===== config.mk =====
export PLATFORM = sky130hd
export DESIGN_NAME = clkSafeWatchdog
export DESIGN_NICKNAME = d
export VERILOG_FILES = /design/src/rtl/clkSafeWatchdogPkg.sv /design/src/rtl/wdtCtrl.sv /design/src/rtl/wdtDatapath.sv /design/src/rtl/clkSafeWatchdog.sv
export SDC_FILE = /design/constraint.sdc
export NUM_CORES = 1
export LEC_CHECK = 0
export BUFFER_PORTS_ARGS = -buffer_cell sky130_fd_sc_hd__buf_2
export CAP_MARGIN = 40
export CORE_MARGIN = 2
export CORE_UTILIZATION = 56
export DETAILED_ROUTE_END_ITERATION = 10
export PLACE_DENSITY_LB_ADDON = 0.15
export RECOVER_POWER = 100
export SLEW_MARGIN = 10
export SYNTH_ARGS = -nofsm -noshare
export SYNTH_HDL_FRONTEND = slang
export SYNTH_SLANG_ARGS = --single-unit

===== constraint.sdc =====
create_clock -name clk -period 2.4 [get_ports clk]
set_clock_uncertainty 0.2 [all_clocks]
set_input_delay 0.12 -clock clk [delete_from_list [all_inputs] [get_ports clk]]
set_output_delay 0.12 -clock clk [all_outputs]
set_load 0.01 [all_outputs]

===== src/rtl/clkSafeWatchdogPkg.sv =====
package clkSafeWatchdogPkg;
  localparam int BYTE_W = 8;
  localparam int CODE_W = 5;

  // control byte field positions
  localparam int MODE_BIT  = 7;
  localparam int EN_BIT    = 6;
  localparam int ALARM_BIT = 5;

  typedef struct packed {
    logic run;        // countdown is live (enabled, no alarm)
    logic reload;     // restart countdown
    logic decrement;  // consume one time unit
    logic timeout;    // countdown exhausted this tick
  } wdtStrobe_t;
endpackage


===== src/rtl/wdtCtrl.sv =====
module wdtCtrl
  import clkSafeWatchdogPkg::*;
(
  input  logic       clk,
  input  logic       rstN,
  input  logic       effEn,
  input  logic       preWrap,
  input  logic       remainLe1,
  input  logic       kick,
  input  logic       wrCount,
  output wdtStrobe_t strb,
  output logic       alarm
);
  logic alarmQ;
  logic tick;

  always_comb begin
    strb.run       = effEn && !alarmQ;
    tick           = strb.run && preWrap;
    strb.reload    = strb.run && (kick || wrCount);
    strb.timeout   = tick && remainLe1 && !strb.reload;
    strb.decrement = tick && !remainLe1 && !strb.reload;
  end

  always_ff @(posedge clk or negedge rstN) begin
    if (!rstN)              alarmQ <= 1'b0;
    else if (!effEn)        alarmQ <= 1'b0;
    else if (strb.timeout)  alarmQ <= 1'b1;
  end

  assign alarm = alarmQ;

  // the alarm only rises on a time-unit tick
  p_alarm_on_tick_r2: assert property (@(posedge clk) disable iff (!rstN)
    $rose(alarmQ) |-> $past(preWrap) && $past(effEn));

  // a disabled watchdog holds no alarm one edge later
  p_disable_clears_r8: assert property (@(posedge clk) disable iff (!rstN)
    !effEn |=> !alarmQ);

  // an enabled alarm is sticky
  p_alarm_sticky_r7: assert property (@(posedge clk) disable iff (!rstN)
    (alarmQ && effEn) |=> alarmQ);
endmodule


===== src/rtl/wdtDatapath.sv =====
module wdtDatapath
  import clkSafeWatchdogPkg::*;
#(
  parameter int TICK_DIV  = 29_000_000,
  parameter int COUNT_RST = 8
) (
  input  logic              clk,
  input  logic              rstN,
  input  wdtStrobe_t        strb,
  input  logic              alarmIn,
  input  logic              wrCount,
  input  logic              wrCtrl,
  input  logic [BYTE_W-1:0] wrData,
  input  logic              strapWdEn,
  input  logic [CODE_W-1:0] strapFreqSel,
  input  logic [CODE_W-1:0] progFreqSel,
  output logic              effEn,
  output logic              preWrap,
  output logic              remainLe1,
  output logic [CODE_W-1:0] freqSel,
  output logic [BYTE_W-1:0] rdCount,
  output logic [BYTE_W-1:0] rdCtrl
);
  localparam int PRE_W = $clog2(TICK_DIV + 1);
  localparam logic [PRE_W-1:0] PRE_LAST = PRE_W'(TICK_DIV - 1);

  logic [BYTE_W-1:0] countReg;
  logic [BYTE_W-1:0] remain;
  logic [PRE_W-1:0]  pre;
  logic [CODE_W-1:0] safeCode;
  logic              modeBit;
  logic              enBit;
  logic              ovrd;
  logic [CODE_W-1:0] normalSel;

  // register file
  always_ff @(posedge clk or negedge rstN) begin
    if (!rstN) begin
      countReg <= BYTE_W'(COUNT_RST);
      safeCode <= '0;
      modeBit  <= 1'b0;
      enBit    <= 1'b0;
      ovrd     <= 1'b0;
    end else begin
      if (wrCount) countReg <= wrData;
      if (wrCtrl) begin
        modeBit  <= wrData[MODE_BIT];
        enBit    <= wrData[EN_BIT];
        safeCode <= wrData[CODE_W-1:0];
        ovrd     <= 1'b1;
      end
    end
  end

  assign effEn = ovrd ? enBit : strapWdEn;

  // time-unit prescaler
  always_ff @(posedge clk or negedge rstN) begin
    if (!rstN)                        pre <= '0;
    else if (!strb.run || strb.reload) pre <= '0;
    else if (pre == PRE_LAST)          pre <= '0;
    else                               pre <= pre + 1'b1;
  end

  assign preWrap = (pre == PRE_LAST);

  // countdown of time units
  always_ff @(posedge clk or negedge rstN) begin
    if (!rstN)               remain <= BYTE_W'(COUNT_RST);
    else if (!effEn)         remain <= countReg;
    else if (strb.reload)    remain <= wrCount ? wrData : countReg;
    else if (strb.decrement) remain <= remain - 1'b1;
  end

  assign remainLe1 = (remain <= BYTE_W'(1));

  // frequency source selection
  assign normalSel = modeBit ? progFreqSel : strapFreqSel;
  assign freqSel   = alarmIn ? safeCode : normalSel;

  assign rdCount = countReg;
  assign rdCtrl  = {modeBit, enBit, alarmIn, safeCode};

  // prescaler never exceeds its period
  p_pre_bound_r2: assert property (@(posedge clk) disable iff (!rstN)
    pre <= PRE_LAST);

  // countdown frozen while the alarm persists
  p_remain_frozen_r7: assert property (@(posedge clk) disable iff (!rstN)
    (alarmIn && $past(alarmIn) && effEn) |-> remain == $past(remain));

  // count write lands in the register
  p_count_write_r11: assert property (@(posedge clk) disable iff (!rstN)
    wrCount |=> countReg == $past(wrData));

  // alarm bit of readback never follows a control write
  p_alarm_not_written_r10: assert property (@(posedge clk) disable iff (!rstN)
    (wrCtrl && !alarmIn && !strb.timeout) |=> !rdCtrl[ALARM_BIT]);
endmodule


===== src/rtl/clkSafeWatchdog.sv =====
module clkSafeWatchdog
  import clkSafeWatchdogPkg::*;
#(
  parameter int TICK_DIV  = 29_000_000,
  parameter int COUNT_RST = 8
) (
  input  logic              clk,
  input  logic              rstN,
  input  logic              wrCount,
  input  logic              wrCtrl,
  input  logic [BYTE_W-1:0] wrData,
  input  logic              kick,
  input  logic              strapWdEn,
  input  logic [CODE_W-1:0] strapFreqSel,
  input  logic [CODE_W-1:0] progFreqSel,
  output logic [CODE_W-1:0] freqSel,
  output logic              alarm,
  output logic [BYTE_W-1:0] rdCount,
  output logic [BYTE_W-1:0] rdCtrl
);
  wdtStrobe_t strb;
  logic       effEn;
  logic       preWrap;
  logic       remainLe1;

  wdtCtrl i_ctrl (
    .clk       (clk),
    .rstN      (rstN),
    .effEn     (effEn),
    .preWrap   (preWrap),
    .remainLe1 (remainLe1),
    .kick      (kick),
    .wrCount   (wrCount),
    .strb      (strb),
    .alarm     (alarm)
  );

  wdtDatapath #(
    .TICK_DIV  (TICK_DIV),
    .COUNT_RST (COUNT_RST)
  ) i_dp (
    .clk          (clk),
    .rstN         (rstN),
    .strb         (strb),
    .alarmIn      (alarm),
    .wrCount      (wrCount),
    .wrCtrl       (wrCtrl),
    .wrData       (wrData),
    .strapWdEn    (strapWdEn),
    .strapFreqSel (strapFreqSel),
    .progFreqSel  (progFreqSel),
    .effEn        (effEn),
    .preWrap      (preWrap),
    .remainLe1    (remainLe1),
    .freqSel      (freqSel),
    .rdCount      (rdCount),
    .rdCtrl       (rdCtrl)
  );

  // a fresh alarm applies the stored safe code
  p_safe_on_alarm_r3: assert property (@(posedge clk) disable iff (!rstN)
    $rose(alarm) |-> freqSel == rdCtrl[CODE_W-1:0]);
endmodule


==> out/qor.txt, run 1 <==
Status: finished, final reports clean
Clock power share: 26.5%
Total GRT Usage: 22.6%
Relative max-transition margin: 6.99%
Dominant cells by area after synthesis: dfrtp_1, mux2_2, xor2_1, nor2_1, mux2i_1
Max_cap viols: 0
Seq pwr share: 54.8%
Buffers on Ports: 45
Yosys top cell area share: 44.7%
Critical path capture point type: register
Worst-path fanout max: 5
DP Area: 2990 µm²
Pre-Repair DR Iteration Count: 4
Tot Pwr: 1740 µW
Worst Hold Class: input port to register
Nets: 357
Ant. Diodes: 0
Mapped Cells: 264
GPL Wtd Cong: 0.857
First-pass GRT wire length: 9.46 mm
Post-DP HPWL: 4.07 mm
Post-route ant nets: 0
Setup TNS: 0 ns
Yosys reg bits: 50
Routed Wire Length: 5.77 mm
Register area share after synthesis: 46.6%
Initial cell density of the core: 57.3%
Vias in the first global route: 2128
Int Pwr: 1250 µW
Synthesized cell area: 2690 µm²
WP data arrival: 2.25 ns
DR iter-0 viols: 104
Combinational power share: 18.7%
Syn_nets: 291
Mapped Avg Cell Area: 10.2 µm²
Clk Latency, worst-skew pair: 0.30 ns
Sw Pwr: 494 µW
Layout cells sized above 1: 20.0%
Synth cell count leaders: dfrtp_1, nor2_1, nand2_1
Via density: 5.63
Design Area, Final: 3190 µm²
Top_reg_cell synth: dfrtp_1
P_leak: 0.00131 µW
Slew Viols, Final: 0
Clk slew on worst S/H paths: 0.09 ns
Die W: 73.3 µm
Pwr dens: 547 nW/µm²
Largest net degree at the start of global routing: 27
EDFF count, synth: 0
Ys Warns: 0
Most common cell in the netlist: dfrtp_1
WL/cell: 15.0 µm
Slew @ Worst Pin: 1.40 ns
Area leader, netlist: dfrtp_1
Switching Share: 28.4%
Final setup viols: 0
Final Hold Viols: 0
Post-layout minimum cycle time: 2.26 ns
Initial antenna violation count: 0
Total CTS buffers: 5
Post-synth ARST share: 100%
F_max: 442 MHz
CP Launch Type: register
Yosys cell types: 46
Total gr overflow: 0
CTS tree: built
CP Class: register to register
P&R area growth vs syn: 18.5%
Drc violations: 0
Clk root buf: clkbuf_8
CTS sink count: 50
I/O pins: 46
Required time worst endpoint: 2.39 ns
Via Count: 2163
CTS H-tree lvls: 2
Max VDD drop: 0.433 mV
Row cnt: 25
Chip Height: 73.3 µm
Core Area: 4690 µm²
Clock buffer depth: 2
Final worst path period share: 94.3%
Die footprint: 5370 µm²
RSZ-0062 raised after global routing: false
[repair_timing]
item / CTS / global route
buffers inserted: 0 / 6
setup endpoints to repair: 0 / 22
resized for setup: 0 / 2
hold buffers: 11 / 0
endpoints found under the hold margin: 41 / 0
[path summary, 6_finish.rpt]
kind | startpoint | endpoint | slack, ns | cells past startpoint
worst max-delay path | i_dp.pre[16]$_DFF_PN0_ | i_dp.remain[7]$_DFFE_PN0P_ | 0.14 | 5
worst min-delay path | wrCount | i_dp.rdCount[0]$_DFF_PN0_ | 0.1 | 2
worst max register to register | i_dp.pre[16]$_DFF_PN0_ | i_dp.remain[7]$_DFFE_PN0P_ | 0.14 | 5
worst min register to register | i_dp.pre[0]$_DFF_PN0_ | i_dp.pre[0]$_DFF_PN0_ | 0.29 | 1
max in group asynchronous | rstN | i_dp.remain[3]$_DFFE_PN1P_ | 0.44 | 3
min in group asynchronous | rstN | i_dp.safeCode[3]$_DFFE_PN0P_ | 0.46 | 2
[cells in the final DEF, fill, tap and decap left out, types with 3 or more instances in the layout]
| cell | count |
|---|---|
| a21oi_1 | 11 |
| buf_2 | 20 |
| buf_4 | 14 |
| clkbuf_1 | 27 |
| clkbuf_8 | 5 |
| dfrtp_1 | 47 |
| dlygate4sd3_1 | 11 |
| ha_1 | 3 |
| inv_1 | 9 |
| mux2_1 | 5 |
| mux2_2 | 11 |
| mux2i_1 | 10 |
| nand2_1 | 19 |
| nand3_1 | 10 |
| nand4_1 | 8 |
| nor2_1 | 38 |
| nor3_1 | 6 |
| nor4_1 | 5 |
| o21ai_0 | 7 |
| xnor2_1 | 8 |
| xor2_1 | 18 |
[power by group through the flow]
stage	logic [µW]	clock network [µW]	registers [µW]
2_1_floorplan	187	0	970
3_3_place_gp	304	0	969
3_5_place_dp	311	0	973
4_1_cts	325	474	957
5_1_grt	359	506	964
6_report	326	461	955
[through the flow]
stage / hold WS (ns) / setup WS, ns / cells / util [%]
2_1_floorplan: -0.376 / 0.202 / 264 / -
3_3_place_gp: -0.0523 / 0.170 / 361 / 63.8
3_5_place_dp: -0.0503 / 0.103 / 361 / 63.8
4_1_cts: 0.109 / 0.0981 / 379 / 67.8
5_1_grt: 0.110 / 0.0323 / 384 / 67.9
6_report: 0.0994 / 0.138 / 384 / 67.9
[registers in the layout, summed over array words and instances (netlist names)]
name,count
i_dp.ovrd,1
i_dp.safeCode,5
i_dp.enBit,1
i_ctrl.alarm,1
i_dp.pre,25
i_dp.modeBit,1
i_dp.remain,8
i_dp.rdCount,8
[per-layer routing]
| layer | global-route usage, % | share of wire [%] |
|---|---|---|
| met5 | 0 | 0 |
| met4 | 6.87 | 1.3 |
| met3 | 4.12 | 3.5 |
| met2 | 41.6 | 52 |
| met1 | 26.7 | 44 |
[critical path: stages, from the launching register on]
cell	delay, ns
dfrtp_1	0.41
nand2b_1	0.15
or4_4	0.51
nor4_4	0.44
nor3_4	0.13
a221o_1	0.31
[cell families after synthesis]
logic type | Yosys count | share of synthesized area [%]
buffers and inverters | 22 | 3.95
AND/OR/NAND/NOR | 106 | 21.1
multiplexers | 26 | 10.4
AO/OA/AOI/OAI | 31 | 8.09
XOR/XNOR | 26 | 8.47
flip-flops | 50 | 46.6
adder cells (fa/ha/maj) | 3 | 1.40
[layout make-up]
cell class / count / area [µm²]
multi-input cells: 192 / 1340
well taps: 54 / 67.6
clock buffers: 7 / 76.3
inverters: 9 / 33.8
fillers: 393 / 1510
repair buffers: 72 / 419
flip-flops and latches: 50 / 1250
Power figures use the tool's default switching activity.
==> run 2: changes to the inputs <==
==> constraint.sdc (replaced) <==
create_clock -name clk -period 2.4 [get_ports clk]
set_clock_uncertainty 0.2 [all_clocks]
set_input_delay 0.72 -clock clk [delete_from_list [all_inputs] [get_ports clk]]
set_output_delay 0.72 -clock clk [all_outputs]
set_load 0.01 [all_outputs]
==> run 2 against run 1 <==
Against the previous run: sequential power about the same; die area did not move; total power is 6.6% higher; clock power grew 31%; highest routed layer unchanged.
==> out/qor.txt, run 2 (synthesis results as in run 1) <==
Status: finished, final reports clean
Nets: 343 (-3.9%)
Setup TNS: 0 ns (unchanged)
Relative max-transition margin: 18.5% (+12 points)
CP Class: register to register
First-pass GRT wire length: 9.23 mm (-2.5%)
P&R area growth vs syn: 15.3%
CP Launch Point: i_dp.remain[4]$_DFFE_PN0P_
Post-DP HPWL: 4.01 mm (-1.6%)
Clock power share: 32.4% (+5.9 points)
Int Pwr: 1340 µW (+7.6%)
Post-route ant nets: 0 (unchanged)
Final setup viols: 0 (unchanged)
Largest register FFs: 25 (unchanged)
RSZ-0062 raised after global routing: false
Commonest cells after routing, fill and taps aside: dfrtp_1, nor2_1, clkbuf_1, buf_2, nand2_1
Drc violations: 0 (unchanged)
Ant. Diodes: 0 (unchanged)
Placed Cells: 363 (+0.55%)
DR iter-0 viols: 113 (+8.7%)
Combinational power share: 16.1% (-2.6 points)
Routed Wire Length: 5.39 mm (-6.5%)
Hold-fix buffers, CTS: 0 (-11)
Row cnt: 25 (unchanged)
Setup Fix Bufs, Post-CTS: 0 (unchanged)
Final worst path period share: 94.8% (+0.53 points)
Commonest non-fill, non-tap cell in the layout: dfrtp_1
Clk slew on worst S/H paths: 0.09 ns (about the same)
Critical path endpoint: i_dp.remain[4]$_DFFE_PN0P_
Chip Height: 73.3 µm (unchanged)
Via density: 5.61 (-0.32%)
FF-to-FF path depth: 6 (+1)
RR Endpoint: i_dp.remain[4]$_DFFE_PN0P_
Post_cts resized: 0 (unchanged)
Pwr dens: 599 nW/µm² (+9.5%)
GPL Wtd Cong: 0.807 (-5.9%)
CTS H-tree lvls: 2 (unchanged)
Non-Filler Instances: 371 (-3.4%)
Total gr overflow: 0 (unchanged)
Multi-input logic area: 1330 µm² (-0.37%)
Sw Pwr: 515 µW (+4.2%)
P_leak: 0.00128 µW (-2.6%)
Die footprint: 5370 µm² (unchanged)
Max_cap viols: 0 (unchanged)
Clk Latency, worst-skew pair: 0.31 ns (about the same)
Seq pwr share: 51.5% (-3.3 points)
WHS: 0.282 ns (+0.182 ns)
Max VDD drop: 0.629 mV (+45%)
CTS tree: built
Reg area: 1250 µm² (about the same)
Initial cell density of the core: 57.3% (unchanged)
Final Hold Viols: 0 (unchanged)
Initial antenna violation count: 0 (unchanged)
WP data arrival: 2.31 ns (+0.06 ns)
Critical R2R Launch: i_dp.remain[4]$_DFFE_PN0P_
Slew @ Worst Pin: 1.22 ns (-0.173 ns)
Via Count: 2083 (-3.7%)
Buffers on Ports: 45 (unchanged)
CTS sink count: 50 (unchanged)
Critical path capture point type: register
Top reg by flops: i_dp.pre
Core Area: 4690 µm² (unchanged)
Post-layout minimum cycle time: 2.27 ns (+0.0126 ns)
Worst Setup Slack, final: 0.125 ns (-0.0126 ns)
WL/cell: 14.5 µm (-3.3%)
Vias in the first global route: 2094 (-1.6%)
Total GRT Usage: 22.2% (-0.47 points)
CP Launch Type: register
Required time worst endpoint: 2.43 ns (+0.04 ns)
Clk root buf: clkbuf_8
Die W: 73.3 µm (unchanged)
Switching Share: 27.7% (-0.65 points)
Place WS: 0.109 ns (+0.00646 ns)
F_max: 440 MHz (-0.56%)
Layout cells sized above 1: 20.8% (+0.82 points)
Clock buffer depth: 2 (unchanged)
Largest net degree at the start of global routing: 31 (+15%)
R2R Setup Slk: 0.13 ns (about the same)
Total CTS buffers: 5 (unchanged)
Worst-path fanout max: 7 (+2)
Pre-Repair DR Iteration Count: 4 (unchanged)
Worst Hold Class: register to register
Layout fillers: 398 (+1.3%)
I/O pins: 46 (unchanged)
Slew Viols, Final: 0 (unchanged)
==> run 2: worst min-delay path by stage <==
stage,startpoint,cells past startpoint,to,slack (ns)
2_1_floorplan,rstN,0,i_ctrl.alarm$_DFFE_PN0P_,0.22
3_3_place_gp,i_dp.pre[0]$_DFF_PN0_,1,i_dp.pre[0]$_DFF_PN0_,0.27
3_5_place_dp,i_dp.pre[0]$_DFF_PN0_,1,i_dp.pre[0]$_DFF_PN0_,0.28
4_1_cts,rstN,1,i_dp.safeCode[4]$_DFFE_PN0P_,0.17
5_1_grt,i_dp.pre[0]$_DFF_PN0_,1,i_dp.pre[0]$_DFF_PN0_,0.30
6_report,i_dp.pre[0]$_DFF_PN0_,1,i_dp.pre[0]$_DFF_PN0_,0.28
==> run 2: metal layers <==
metal	vias to the layer above	global-route usage [%]	share of wire, %
met1	1017	25.8	44
li1	1028	-	-
met5	-	0	0
met3	5	4.12	2.9
met4	0	7.68	1.4
met2	33	40.6	52
==> run 2: critical path, cell delays in order, from the launching register on <==
cell and delay, ns:
dfrtp_1 0.44, or4_4 0.58, o41ai_4 0.38, nor4_4 0.11
nor3_4 0.14, buf_4 0.17, mux2i_1 0.19
==> run 2: power groups by stage <==
stage | sequential (µW) | combinational (µW) | clock (µW)
floorplan | 970 | 187 | 0
global placement | 971 | 311 | 0
detailed placement | 974 | 313 | 0
CTS | 956 | 315 | 621
global route | 966 | 337 | 654
finish | 956 | 299 | 603
==> run 2: metrics by stage <==
step                      total power (µW)  util, %  cell area (µm²)
after floorplan                       1160        -             2690
after detailed placement              1290     64.4             3020
after CTS                             1890     66.8             3130
after global placement                1280     64.4             3020
final                                 1860     66.1             3100
after global routing                  1960     66.1             3100
==> run 2: area by class of cell <==
type | instances | area share (%)
clock buffer | 5 | 2.22
tap | 54 | 2.18
inverter | 9 | 1.09
clock inverter | 3 | 1.45
sequential | 50 | 40.4
multi-input combinational | 192 | 42.9
timing repair buffer | 58 | 9.80
==> run 3: changes to the inputs <==
ABC_AREA = 1   (was not set)
CORE_UTILIZATION = 57   (was 56)
==> run 3 against run 2 <==
Against the previous run: setup slack got worse by 0.036 ns; sequential share of layout area fell by 4.0 points; highest routed layer unchanged; utilization about the same; largest power group unchanged; critical endpoint is now freqSel[1]; critical path depth shrank 2; combinational power rose by 27%.
==> out/qor.txt, run 3 <==
Yosys cell types: 33 (-28%)
Post-synth ARST share: 100% (unchanged)
GPL Wtd Cong: 0.963 (+19%)
Worst Hold Class: register to register
Post-DP HPWL: 5.62 mm (+40%)
Buffers on Ports: 45 (unchanged)
R2R Setup Slk: 0.16 ns (+0.03 ns)
P&R area growth vs syn: 10.4%
Worst Hold End: i_dp.remain[3]$_DFFE_PN1P_
RSZ-0062 raised after global routing: false
Post-route ant nets: 0 (unchanged)
Final Hold Viols: 0 (unchanged)
Top_reg_cell synth: dfrtp_1
Most frequent CP cell: a21oi_1
CP Launch Type: register
RR Endpoint: i_dp.remain[3]$_DFFE_PN1P_
Vias in the first global route: 2595 (+24%)
Slowest-stage cell, CP: dfrtp_1
Synth cell count leaders: nand2_1, nor2_1, inv_1
Slowest stage delay, CP: 0.54 ns (-0.04 ns)
Combinational power share: 20.2% (+4.1 points)
Commonest non-fill, non-tap cell in the layout: nand2_1
Largest net degree at the start of global routing: 51 (+65%)
Worst Setup Slack, final: 0.0890 ns (-0.0360 ns)
Hold path cells: 2 (+1)
Register area share after synthesis: 40.2% (-6.4 points)
Place WS: 0.154 ns (+0.0453 ns)
Ant. Diodes: 0 (unchanged)
Die footprint: 6080 µm² (+13%)
Yosys top cell area share: 38.5% (-6.1 points)
Most common cell in the netlist: nand2_1
Pre-Repair DR Iteration Count: 5 (+1)
Total CTS buffers: 5 (unchanged)
Mapped Avg Cell Area: 7.13 µm² (-30%)
Layout cells sized above 1: 12.6% (-8.2 points)
Commonest cells after routing, fill and taps aside: nand2_1, nor2_1, inv_1, dfrtp_1, buf_2
Critical R2R Launch: i_dp.pre[0]$_DFF_PN0_
Clock buffer depth: 2 (unchanged)
Pwr dens: 546 nW/µm² (-8.8%)
Row cnt: 26 (+4.0%)
Dominant cells by area after synthesis: dfrtp_1, nand2_1, nor2_1, inv_1, nand3_1
Initial cell density of the core: 59.9% (+2.6 points)
CTS tree: built
Nets: 509 (+48%)
Hold-fix buffers, CTS: 0 (unchanged)
Tot Pwr: 1880 µW (+1.2%)
First-pass GRT wire length: 12.5 mm (+35%)
Routed Wire Length: 7.34 mm (+36%)
F_max: 433 MHz (-1.6%)
WP data arrival: 1.39 ns (-0.92 ns)
Core Area: 5200 µm² (+11%)
Syn_nets: 464 (+59%)
Critical path capture point type: output pin
Clk slew on worst S/H paths: 0.10 ns (about the same)
Relative max-transition margin: 18.9% (+0.34 points)
Setup TNS: 0 ns (unchanged)
Max VDD drop: 0.483 mV (-23%)
Largest register FFs: 25 (unchanged)
Yosys reg bits: 50 (unchanged)
WL/cell: 13.3 µm (-8.6%)
Finished Core Util: 66.2% (about the same)
Multi-input logic area: 1580 µm² (+19%)
I/O pins: 46 (unchanged)
Clk Latency, worst-skew pair: 0.30 ns (about the same)
Drc violations: 0 (unchanged)
EDFF count, synth: 0 (unchanged)
CP Buf/Inv Count: 2 (+1)
Int Pwr: 1280 µW (-4.5%)
Post_cts resized: 0 (unchanged)
Clk root buf: clkbuf_8
Via Count: 2936 (+41%)
Worst-path fanout max: 7 (unchanged)
FF-to-FF path depth: 9 (+3)
Die W: 78.0 µm (+6.3%)
Total gr overflow: 0 (unchanged)
Top reg by flops: i_dp.pre
Setup Fix Bufs, Post-CTS: 0 (unchanged)
Chip Height: 78.0 µm (+6.3%)
Post-layout minimum cycle time: 2.31 ns (+0.0360 ns)
DR iter-0 viols: 282 (+150%)
DP Area: 3410 µm² (+13%)
Mapped Cells: 437 (+66%)
Hold_sp: i_dp.remain[3]$_DFFE_PN1P_
Synthesized cell area: 3120 µm² (+16%)
Switching Share: 31.8% (+4.1 points)
Clock power share: 28.1% (-4.3 points)
Final setup viols: 0 (unchanged)
Initial antenna violation count: 0 (unchanged)
Ys Warns: 0 (unchanged)
Seq pwr share: 51.7% (+0.2 points)
Max_cap viols: 0 (unchanged)
Final worst path period share: 96.3% (+1.5 points)
CTS sink count: 50 (unchanged)
Design Area, Final: 3440 µm² (+11%)
Layout fillers: 479 (+20%)
Status: finished, final reports clean
Sw Pwr: 597 µW (+16%)
Slew @ Worst Pin: 1.22 ns (-0.00503 ns)
Required time worst endpoint: 1.48 ns (-0.95 ns)
P_leak: 0.00160 µW (+25%)
Via density: 5.31 (-5.4%)
Reg area: 1250 µm² (unchanged)
Cell Chain, Critical Path: buf_4, a21oi_1, a21oi_1, buf_2
CP Class: register to output pin
Slew Viols, Final: 0 (unchanged)
Total GRT Usage: 25.7% (+3.6 points)
Area leader, netlist: dfrtp_1
CTS H-tree lvls: 2 (unchanged)
Critical path's top delay family: flip-flops
run 3: cell types whose count changed in the layout (fill, tap and decap cells not counted), moves of 13 or more:
cell	delta
inv_1	+41
nor2_1	+40
nand3_1	+15
o21ai_0	+13
nand2_1	+99
run 3: final cells by class:
cell class              count  share of cell area [%]
well taps                  70                    2.54
multi-input cells         323                    45.8
repair buffers             49                    6.58
inverters                  53                    5.78
clock buffers               6                    2.40
clock inverters             2                   0.472
flip-flops and latches     50                    36.4
run 3: worst max-delay path by stage:
stage | from | endpoint | slack [ns] | depth (start not counted)
2_1_floorplan | strapFreqSel[0] | freqSel[0] | 0.48 | 2
3_3_place_gp | wrCount | i_dp.remain[0]$_DFFE_PN0P_ | 0.23 | 8
3_5_place_dp | wrCount | i_dp.remain[6]$_DFFE_PN0P_ | 0.15 | 10
4_1_cts | i_ctrl.alarm$_DFFE_PN0P_ | freqSel[4] | 0.11 | 4
5_1_grt | i_ctrl.alarm$_DFFE_PN0P_ | freqSel[1] | 0.01 | 4
6_report | i_ctrl.alarm$_DFFE_PN0P_ | freqSel[1] | 0.09 | 4
run 3: worst register-to-register path: cells and delay by family, from the launching register on:
kind          cells  cell delay, ns
fa+ha+maj         1            0.28
buf+inv           1            0.05
flops             1            0.44
simple gates      7            1.22
run 3: cell families after synthesis:
family / after synthesis / share of synthesized area (%)
mux: 1 / 0.361
simple gates: 265 / 39.4
xor+xnor: 13 / 3.65
compound gates: 41 / 6.94
flops: 50 / 40.2
fa+ha+maj: 3 / 1.20
buf+inv: 64 / 8.27
run 3: power by group through the flow:
stage          Combinational, µW  Sequential, µW  Clock (µW)
5_1_grt                      442             981         571
6_report                     381             972         528
2_1_floorplan                265             980           0
3_3_place_gp                 387             985           0
4_1_cts                      394             969         545
3_5_place_dp                 395             983           0
run 3: through the flow:
| stage | hold WS [ns] | cells |
|---|---|---|
| after floorplan | 0.224 | 437 |
| after global placement | 0.280 | 545 |
| after detailed placement | 0.314 | 545 |
| after CTS | 0.193 | 553 |
| after global routing | 0.360 | 553 |
| final | 0.331 | 553 |
run 3: metal layers:
metal	GRT usage [%]	part of all wire (%)
met4	4.74	0.57
met1	40.8	51
met3	5.93	6.5
met2	35.9	42
met5	0	0
